File: config.mk
export PLATFORM = sky130hd
export DESIGN_NAME = pwm_chan_gen
export DESIGN_NICKNAME = d
export VERILOG_FILES = /design/src/rtl/pwm_chan_pkg.sv /design/src/rtl/pwm_presc.sv /design/src/rtl/pwm_period_cnt.sv /design/src/rtl/pwm_out_fsm.sv /design/src/rtl/pwm_chan_gen.sv
export SDC_FILE = /design/constraint.sdc
export NUM_CORES = 1
export LEC_CHECK = 0
export ABC_AREA = 1
export ABC_CLOCK_PERIOD_IN_PS = 6000
export BUFFER_PORTS_ARGS = -buffer_cell sky130_fd_sc_hd__buf_4
export CORE_UTILIZATION = 60
export CTS_CLUSTER_DIAMETER = 200
export DETAILED_ROUTE_END_ITERATION = 16
export PLACE_DENSITY = 0.78
export SLEW_MARGIN = 20
export SYNTH_ARGS = -nofsm -noshare
export SYNTH_HDL_FRONTEND = slang
export SYNTH_SLANG_ARGS = --single-unit
File: constraint.sdc
create_clock -name clk -period 6 [get_ports clk]
set_input_delay 0.9 -clock clk [delete_from_list [all_inputs] [get_ports clk]]
set_output_delay 0.9 -clock clk [all_outputs]
set_load 0.05 [all_outputs]
File: src/rtl/pwm_chan_pkg.sv
package pwm_chan_pkg;

    // Pin state of one channel.
    typedef enum logic [1:0] {
        ST_OFF  = 2'd0,
        ST_ACT  = 2'd1,
        ST_IDLE = 2'd2
    } pwm_st_e;

    // Limit the active length to the period end value.
    function automatic logic [15:0] clamp_act(input logic [15:0] act,
                                              input logic [15:0] last);
        return (act > last) ? last : act;
    endfunction

endpackage

File: src/rtl/pwm_presc.sv
module pwm_presc #(
    parameter int PRE_W = 8
) (
    input  logic             clk,
    input  logic             rst_n,
    input  logic             run_i,
    input  logic             clr_i,
    input  logic             tick_i,
    input  logic [PRE_W-1:0] k_i,
    output logic             step_o,
    output logic [PRE_W-1:0] cnt_o
);
    logic [PRE_W-1:0] cnt_q;
    logic             wrap;

    assign wrap   = (cnt_q == k_i);
    assign step_o = run_i && !clr_i && tick_i && wrap;
    assign cnt_o  = cnt_q;

    always_ff @(posedge clk) begin
        if (!rst_n) begin
            cnt_q <= '0;
        end else if (!run_i || clr_i) begin
            cnt_q <= '0;
        end else if (tick_i) begin
            cnt_q <= wrap ? '0 : cnt_q + 1'b1;
        end
    end
endmodule

File: src/rtl/pwm_period_cnt.sv
module pwm_period_cnt #(
    parameter int CNT_W = 16
) (
    input  logic             clk,
    input  logic             rst_n,
    input  logic             run_i,
    input  logic             clr_i,
    input  logic             step_i,
    input  logic [CNT_W-1:0] last_i,
    output logic [CNT_W-1:0] pos_o,
    output logic [CNT_W-1:0] pos_nxt_o
);
    logic [CNT_W-1:0] pos_q;

    always_comb begin
        if (!run_i || clr_i) begin
            pos_nxt_o = '0;
        end else if (step_i) begin
            pos_nxt_o = (pos_q == last_i) ? '0 : pos_q + 1'b1;
        end else begin
            pos_nxt_o = pos_q;
        end
    end

    always_ff @(posedge clk) begin
        if (!rst_n) pos_q <= '0;
        else        pos_q <= pos_nxt_o;
    end

    assign pos_o = pos_q;
endmodule

File: src/rtl/pwm_out_fsm.sv
module pwm_out_fsm
    import pwm_chan_pkg::*;
#(
    parameter int CNT_W = 16
) (
    input  logic             clk,
    input  logic             rst_n,
    input  logic             run_i,
    input  logic [CNT_W-1:0] pos_nxt_i,
    input  logic [CNT_W-1:0] act_i,
    input  logic             pol_i,
    output logic             pwm_o,
    output logic             oe_o
);
    pwm_st_e st_q, st_d;
    logic    pol_q;
    logic    in_act;

    assign in_act = (pos_nxt_i < act_i);

    // Next-state logic.
    always_comb begin
        st_d = st_q;
        unique case (st_q)
            ST_OFF:  if (run_i) st_d = in_act ? ST_ACT : ST_IDLE;
            ST_ACT:  if (!run_i) st_d = ST_OFF;
                     else if (!in_act) st_d = ST_IDLE;
            ST_IDLE: if (!run_i) st_d = ST_OFF;
                     else if (in_act) st_d = ST_ACT;
            default: st_d = ST_OFF;
        endcase
    end

    // State register.
    always_ff @(posedge clk) begin
        if (!rst_n) begin
            st_q  <= ST_OFF;
            pol_q <= 1'b0;
        end else begin
            st_q  <= st_d;
            pol_q <= pol_i;
        end
    end

    // Output decoding.
    always_comb begin
        unique case (st_q)
            ST_ACT:  begin pwm_o = pol_q;  oe_o = 1'b1; end
            ST_IDLE: begin pwm_o = !pol_q; oe_o = 1'b1; end
            default: begin pwm_o = 1'b0;   oe_o = 1'b0; end
        endcase
    end
endmodule

File: src/rtl/pwm_chan_gen.sv
module pwm_chan_gen
    import pwm_chan_pkg::*;
#(
    parameter int PRE_W = 8,
    parameter int CNT_W = 16,
    localparam int CTRL_W = PRE_W + 1,
    localparam int PER_W  = 2 * CNT_W
) (
    input  logic              clk,
    input  logic              rst_n,
    input  logic              tick_i,
    input  logic              chan_en_i,
    input  logic [CTRL_W-1:0] ctrl_i,
    input  logic [PER_W-1:0]  period_i,
    output logic              pwm_o,
    output logic              pwm_oe_o
);
    logic [CTRL_W-1:0] ctrl_q;
    logic [PER_W-1:0]  per_q;
    logic              en_q;
    logic              restart;
    logic              step;
    logic [PRE_W-1:0]  pc_q;
    logic [CNT_W-1:0]  pos_q, pos_nxt;
    logic [CNT_W-1:0]  last_w, act_w, act_eff;

    assign last_w  = period_i[PER_W-1:CNT_W];
    assign act_w   = period_i[CNT_W-1:0];
    assign act_eff = clamp_act(act_w, last_w);

    // Turn-on or rewrite of either word restarts the channel.
    assign restart = chan_en_i &&
                     (!en_q || (ctrl_i != ctrl_q) || (period_i != per_q));

    always_ff @(posedge clk) begin
        if (!rst_n) begin
            ctrl_q <= '0;
            per_q  <= '0;
            en_q   <= 1'b0;
        end else begin
            ctrl_q <= ctrl_i;
            per_q  <= period_i;
            en_q   <= chan_en_i;
        end
    end

    pwm_presc #(.PRE_W(PRE_W)) u_presc (
        .clk    (clk),
        .rst_n  (rst_n),
        .run_i  (chan_en_i),
        .clr_i  (restart),
        .tick_i (tick_i),
        .k_i    (ctrl_i[PRE_W-1:0]),
        .step_o (step),
        .cnt_o  (pc_q)
    );

    pwm_period_cnt #(.CNT_W(CNT_W)) u_cnt (
        .clk       (clk),
        .rst_n     (rst_n),
        .run_i     (chan_en_i),
        .clr_i     (restart),
        .step_i    (step),
        .last_i    (last_w),
        .pos_o     (pos_q),
        .pos_nxt_o (pos_nxt)
    );

    pwm_out_fsm #(.CNT_W(CNT_W)) u_fsm (
        .clk       (clk),
        .rst_n     (rst_n),
        .run_i     (chan_en_i),
        .pos_nxt_i (pos_nxt),
        .act_i     (act_eff),
        .pol_i     (ctrl_i[PRE_W]),
        .pwm_o     (pwm_o),
        .oe_o      (pwm_oe_o)
    );
endmodule

==> results of run 1 <==
sequential cells by signal (all words and copies together) (netlist names):
signal,cells
ctrl_q,9
en_q,1
per_q,32
u_cnt.pos_o,16
u_fsm.st_q,2
u_presc.cnt_o,8
power groups by stage:
| stage | Sequential, mW | Combinational [mW] | Clock (mW) |
|---|---|---|---|
| after global routing | 0.487 | 0.329 | 0.451 |
| final | 0.484 | 0.293 | 0.423 |
| after CTS | 0.484 | 0.291 | 0.428 |
| after detailed placement | 0.494 | 0.288 | 0 |
| after global placement | 0.493 | 0.280 | 0 |
| after floorplan | 0.491 | 0.191 | 0 |
through the flow:
stage	setup slack, ps	area (µm²)	std cells	power (mW)
2_1_floorplan	1980	4900	793	0.682
3_3_place_gp	1240	5340	931	0.773
3_5_place_dp	1140	5340	931	0.783
4_1_cts	1510	5550	947	1.20
5_1_grt	1040	5550	947	1.27
6_report	1440	5550	947	1.20
layout make-up:
type / count / area share (%)
well taps: 102 / 2.30
clock buffers: 9 / 2.23
clock inverters: 7 / 1.65
multi-input cells: 558 / 52.4
repair buffers: 47 / 6.36
inverters: 156 / 10.5
flip-flops and latches: 68 / 24.5
per-layer routing:
layer | track usage, % | vias to the layer above | routed length [µm]
met5 | 0 | - | 0
met4 | 13.7 | 0 | 418
met3 | 5.67 | 36 | 838
met2 | 55.2 | 170 | 6000
met1 | 45.6 | 2195 | 6250
li1 | - | 2534 | -
worst min path at each step:
| stage | start | to | cells after the start |
|---|---|---|---|
| 5_1_grt | u_presc.cnt_o[0]$_SDFFE_PP0P_ | u_presc.cnt_o[0]$_SDFFE_PP0P_ | 2 |
| 3_3_place_gp | u_presc.cnt_o[0]$_SDFFE_PP0P_ | u_presc.cnt_o[0]$_SDFFE_PP0P_ | 2 |
| 3_5_place_dp | u_presc.cnt_o[0]$_SDFFE_PP0P_ | u_presc.cnt_o[0]$_SDFFE_PP0P_ | 2 |
| 6_report | u_presc.cnt_o[0]$_SDFFE_PP0P_ | u_presc.cnt_o[0]$_SDFFE_PP0P_ | 2 |
| 2_1_floorplan | u_presc.cnt_o[1]$_SDFFE_PP0P_ | u_presc.cnt_o[1]$_SDFFE_PP0P_ | 2 |
| 4_1_cts | u_presc.cnt_o[0]$_SDFFE_PP0P_ | u_presc.cnt_o[0]$_SDFFE_PP0P_ | 2 |
kinds of logic (layout without fill, tap and decap cells):
group / count (synthesis) / count (layout) / synth area share, %
AOI/OAI and AO/OA: 57 / 57 / 6.59
xor gates and xnor gates: 27 / 27 / 4.83
adders and majority gates: 37 / 37 / 9.45
buffers and inverters: 167 / 219 / 12.8
DFF: 68 / 68 / 27.8
muxes: 1 / 1 / 0.230
and+or+nand+nor: 436 / 436 / 38.3
cells in the mapped netlist, drive strengths merged, types with 2 or more instances:
library cell	instances	share of area, %
nand2	261	20
inv	156	12
nor2	93	7.7
dfxtp	68	28
ha	37	9.4
nand4	26	3.9
xnor2	24	4.3
a21oi	23	2.3
nand3	23	2.3
o21ai	22	2.2
nor3	16	2.0
buf	6	0.51
clkbuf	5	0.38
nor4	5	0.64
a211oi	4	0.71
or2	4	0.51
nor3b	3	0.46
xor2	3	0.54
a31oi	2	0.26
nand3b	2	0.31
worst reg2reg max path: stages, from the launching register on:
cell	delay, ps
dfxtp_1	430
xnor2_1	140
nand2_1	70
nor2_1	220
nand2_1	160
nor2_4	210
nand4_4	150
nor3_4	190
nand4_2	140
nor2_2	190
nand4_2	150
nor2_4	140
nand2_1	60
nand2_1	90
a21oi_1	60
ha_1	320
a21oi_1	150
nor2_1	60
a2111oi_0	620
nand2_1	170
nand2_1	120
nand3_1	120
nor2_1	130
nor2_1	50
==> flow_summary.yaml, run 1 <==
status:
  status: "finished clean"
critical_path:
  crit_buf_inv: 2
  critical_path_class: "in -> reg"
  cp_top_family: "simple AND/OR/NAND/NOR gates"
  crit_end: "u_fsm.st_q[0]$_SDFFE_PN0P_"
  crit_fanout: 5
  worstSetupPathDepth: 26
  worst_ep_required_time_ps: 6250
  regToRegSetupSlack_ps: 1780
  r2r_cells: 23
  worstSetupStartpointType: "input pin"
  r2r-end: "u_fsm.st_q[0]$_SDFFE_PN0P_"
  critPathMostFrequentCell: "nor2_1"
  r2r-start: "u_presc.cnt_o[3]$_SDFFE_PP0P_"
  cp-end-kind: "register"
  crit_arrival_ps: 4820
  max_stage_delay_ps: 620
  startpoint: "period_i[31]"
  crit_slowest_cell: "a2111oi_0"
clocking:
  clk_pin_slew_ps: 80
  cts_root_buf: "clkbuf_8"
  clk_latency_ps: 360
  cts_max_level: 3
  cts_resized: 0
  postCtsSetupBuffers: 0
  cts.sinks: 68
  cts_buffers: 9
  cts_hold_buf: 0
  cts_tree: "built"
  cts_buffer_depth: 2
floorplan:
  initial_utilization_pct: 62.8
  core_um2: 7810
  ios: 47
  row_count: 32
  dieArea_um2: 8530
  die_h_um: 92.4
  die_x_um: 92.4
pwr:
  leakagePower_nw: 3.03
  swShare_pct: 32.6
  clock_power_share_pct: 35.2
  p_int_uw: 809
  p_per_area_nw_per_um2: 216
  seqPwrFrac_pct: 40.3
  pwr-share-comb_pct: 24.4
  p_sw_uw: 392
  ir_worst_vdd_mv: 0.214
timing:
  final_hold_viol_count: 0
  fin_crit_sh_pct: 76.1
  setup_violations: 0
  fin_skew_ps: 11.8
  relSlewSlack_pct: 36.2
  fmax_mhz: 219
  holdWs_ps: 541
  rsz0062_at_grt: "false"
  fin_tns_setup_ps: 0
  layout_min_cycle_time_ps: 4560
  tightest_slew_ps: 954
  slew_violations: 0
logic_synthesis:
  yosysSeqAreaShare_pct: 27.8
  ys_ff_latch: 68
  yosys_warnings: 0
  synth_edf_count: 0
  avgSynthCellArea_um2: 6.18
  synth_ff_type: "dfxtp_1"
  ys_types: 40
  async_reset_ff_share_pct: 0
  netlist_area_um2: 4900
  syn_nets: 875
  syn_inst: 793
finish:
  seq_area_um2: 1360
  utilization_pct: 71.1
  num-nets-final: 922
  area_delta_synth_final_pct: 13.3
  layout_commonest_cell: "nand2_1"
  drive_gt1_share_pct: 11.1
  nFillCells: 706
  antenna_cells: 0
  multiInputGateArea_um2: 2910
  layout_common_cells: "261 x nand2_1, 142 x inv_1, 87 x nor2_1"
placed_design:
  port_buffers: 46
  gp_congestion: 0.933
  dpl.hpwl_mm: 10.9
global_routing:
  grt_pass1_vias: 4766
  antenna_found_initial: 0
  grt_max_degree: 49
  grt_usage_pct: 34.3
  grt-ovfl-total: 0
  grt_pass1_wl_mm: 22.5
detailed_routing:
  drt_iter0_drc: 294
  via_count: 4935
  ant_nets: 0
  firstDrtPassIters: 5
  routed_wl_mm: 13.5
  wl_per_cell_um: 14.3
  drc: 0
  vias_per_cell: 5.21
min_path:
  min_path_type: "reg -> reg"
run:
  maxCapViolCount: 0
No activity file was read; power rests on OpenSTA's default activity.
==> run 2: changes to the inputs <==
--- a/config.mk
+++ b/config.mk
@@ -6,12 +6,12 @@
 export NUM_CORES = 1
 export LEC_CHECK = 0
 export ABC_AREA = 1
-export ABC_CLOCK_PERIOD_IN_PS = 6000
+export ABC_CLOCK_PERIOD_IN_PS = 3700
 export BUFFER_PORTS_ARGS = -buffer_cell sky130_fd_sc_hd__buf_4
-export CORE_UTILIZATION = 60
+export CORE_UTILIZATION = 54
 export CTS_CLUSTER_DIAMETER = 200
 export DETAILED_ROUTE_END_ITERATION = 16
-export PLACE_DENSITY = 0.78
+export PLACE_DENSITY = 0.74
 export SLEW_MARGIN = 20
 export SYNTH_ARGS = -nofsm -noshare
 export SYNTH_HDL_FRONTEND = slang
==> constraint.sdc (replaced) <==
create_clock -name clk -period 3.7 [get_ports clk]
set_input_delay 0.555 -clock clk [delete_from_list [all_inputs] [get_ports clk]]
set_output_delay 0.555 -clock clk [all_outputs]
set_load 0.05 [all_outputs]
==> run 2 against run 1 <==
Against the previous run: the run now ends with negative setup slack left; via count rose by 16%; sequential cell count unchanged; combinational power is 110% higher; non-clock buffer count rose by 145; wire length increased by 19%; largest cell class unchanged; total power up 79%.
==> flow_summary.yaml, run 2 (same netlist as run 1, synthesis figures left out) <==
status:
  status: "finished with violations"
  failed_checks: "negative setup slack"
timing:
  setup_violations: 2
  fin_crit_sh_pct: 104
  final_hold_viol_count: 0
  slew_violations: 0
  relSlewSlack_pct: 62.3
  fin_skew_ps: 10.7
  layout_min_cycle_time_ps: 3860
  holdWs_ps: 401
  timing.final.ws_setup_ps: -164
  tightest_slew_ps: 566
  rsz0062_at_grt: "true"
  fmax_mhz: 259
run:
  maxCapViolCount: 0
detailed_routing:
  via_count: 5742
  firstDrtPassIters: 5
  vias_per_cell: 5.23
  ant_nets: 0
  routed_wl_mm: 16.0
  drc: 0
  dr_wl_met3_mm: 1.01
  drt_iter0_drc: 307
  wl_per_cell_um: 14.6
  dr_wl_met2_mm: 7.75
  topRoutingLayerUsed: "met4"
  wl_met1_mm: 6.84
critical_path:
  worstSetupStartpointType: "register"
  crit_fanout: 3
  cp-end-kind: "register"
  crit_end: "u_fsm.st_q[1]$_SDFFE_PN0P_"
  worstSetupPathDepth: 24
  r2r-end: "u_fsm.st_q[1]$_SDFFE_PN0P_"
  path_cells: "xnor2_1, buf_4, nand3_1, nor4_2, nor4b_2, and3_4, nand2_1, nor2_2, nand2_1, o21ai_0, nand3_2, inv_2, ha_4, nand4_1, a31oi_1, a2111oi_2, buf_4, nand2_4, nand2_2, nand2_1, nor2_1, nand2_1, nand2_1, nor2_1"
  max_stage_delay_ps: 370
  worst_ep_required_time_ps: 3960
  critPathMostFrequentCell: "nand2_1"
  r2r-start: "per_q[7]$_SDFF_PN0_"
  startpoint: "per_q[7]$_SDFF_PN0_"
  critical_path_class: "reg -> reg"
  crit_buf_inv: 3
  cp_top_family: "simple AND/OR/NAND/NOR gates"
  r2r_cells: 24
  crit_slowest_cell: "a2111oi_2"
  crit_arrival_ps: 4130
  regToRegSetupSlack_ps: -160
clocking:
  cts_buffer_depth: 2
  cts_root_buf: "clkbuf_8"
  clk_latency_ps: 360
  cts_tree: "built"
  cts_max_level: 3
  clk_pin_slew_ps: 80
  cts.sinks: 68
  cts_buffers: 9
finish:
  area_delta_synth_final_pct: 41.5
  largest_register_ffs: 32
  layout_commonest_cell: "nand2_1"
  drive_gt1_share_pct: 30.5
  nFillCells: 663
  antenna_cells: 0
  num-nets-final: 1067
  layout_common_cells: "244 x nand2_1, 191 x buf_4, 138 x inv_1"
  regMostFlops: "per_q"
floorplan:
  die_h_um: 97.3
  ios: 47
  initial_utilization_pct: 55.9
  dieArea_um2: 9460
  core_um2: 8760
  die_x_um: 97.3
  row_count: 34
pwr:
  p_per_area_nw_per_um2: 309
  ir_worst_vdd_mv: 0.184
  leakagePower_nw: 3.75
min_path:
  min_path_type: "in -> reg"
placed_design:
  dpl.hpwl_mm: 12.4
  port_buffers: 46
  post-place-ws_ps: -707
  gp_congestion: 1.02
global_routing:
  antenna_found_initial: 0
  grt-ovfl-total: 0
  grt_pass1_wl_mm: 25.5
  grt_pass1_vias: 5488
  grt_max_degree: 49
  grt_usage_pct: 34.0
-- run 2: per-layer routing --
layer / GRT usage (%) / vias to the layer above
li1: - / 2837
met1: 42.1 / 2646
met2: 59.3 / 214
met3: 6.26 / 45
met4: 11.5 / 0
met5: 0 / -
-- run 2: worst min-delay path by stage --
stage | to | slack, ps | cells after the start | from
5_1_grt | ctrl_q[8]$_SDFF_PN0_ | 410 | 3 | ctrl_i[8]
3_3_place_gp | u_presc.cnt_o[0]$_SDFFE_PP0P_ | 520 | 2 | u_presc.cnt_o[0]$_SDFFE_PP0P_
2_1_floorplan | u_presc.cnt_o[1]$_SDFFE_PP0P_ | 490 | 2 | u_presc.cnt_o[1]$_SDFFE_PP0P_
6_report | ctrl_q[8]$_SDFF_PN0_ | 400 | 3 | ctrl_i[8]
3_5_place_dp | u_presc.cnt_o[0]$_SDFFE_PP0P_ | 530 | 2 | u_presc.cnt_o[0]$_SDFFE_PP0P_
4_1_cts | ctrl_q[8]$_SDFF_PN0_ | 400 | 3 | ctrl_i[8]
-- run 2: final cells by class --
class	instances	area [µm²]	area share [%]
sequential	68	1380	19.9
clock buffer	13	169	2.44
multi-input combinational	558	3150	45.4
tap	108	135	1.95
clock inverter	3	67.6	0.974
inverter	156	586	8.44
timing repair buffer	192	1450	21.0
-- run 2: per-stage QoR --
stage | TNS, ps | instance area [µm²] | std cells | total power, mW | util (%)
floorplan | 0 | 4900 | 793 | 1.11 | -
global placement | -910 | 6380 | 1073 | 1.35 | 72.8
detailed placement | -1400 | 6380 | 1073 | 1.37 | 72.8
CTS | 0 | 6690 | 1092 | 2.11 | 76.4
global route | -763 | 6940 | 1098 | 2.24 | 79.1
finish | -252 | 6940 | 1098 | 2.15 | 79.1
-- run 2: power breakdown --
group / internal, mW / switching [mW] / leakage (nW)
Combinational: 0.266 / 0.342 / 3.07
Sequential: 0.766 / 0.0209 / 0.563
Clock: 0.436 / 0.315 / 0.116
Total: 1.47 / 0.678 / 3.75
-- run 2: what timing repair did --
action                     in CTS  in global routing
buffers inserted                3                  6
pin swaps                       2                 33
cloned                          0                  0
hold buffers                    0                  0
resized for setup              13                 60
setup endpoints to repair       2                  2
-- run 2: worst reg2reg max path: cells and delay by family, from the launching register on --
kind	cells	cell delay, ps
xor gates and xnor gates	1	170
adders and majority gates	1	200
DFF	1	320
buffers and inverters	3	450
and+or+nand+nor	16	1980
AOI/OAI and AO/OA	3	660
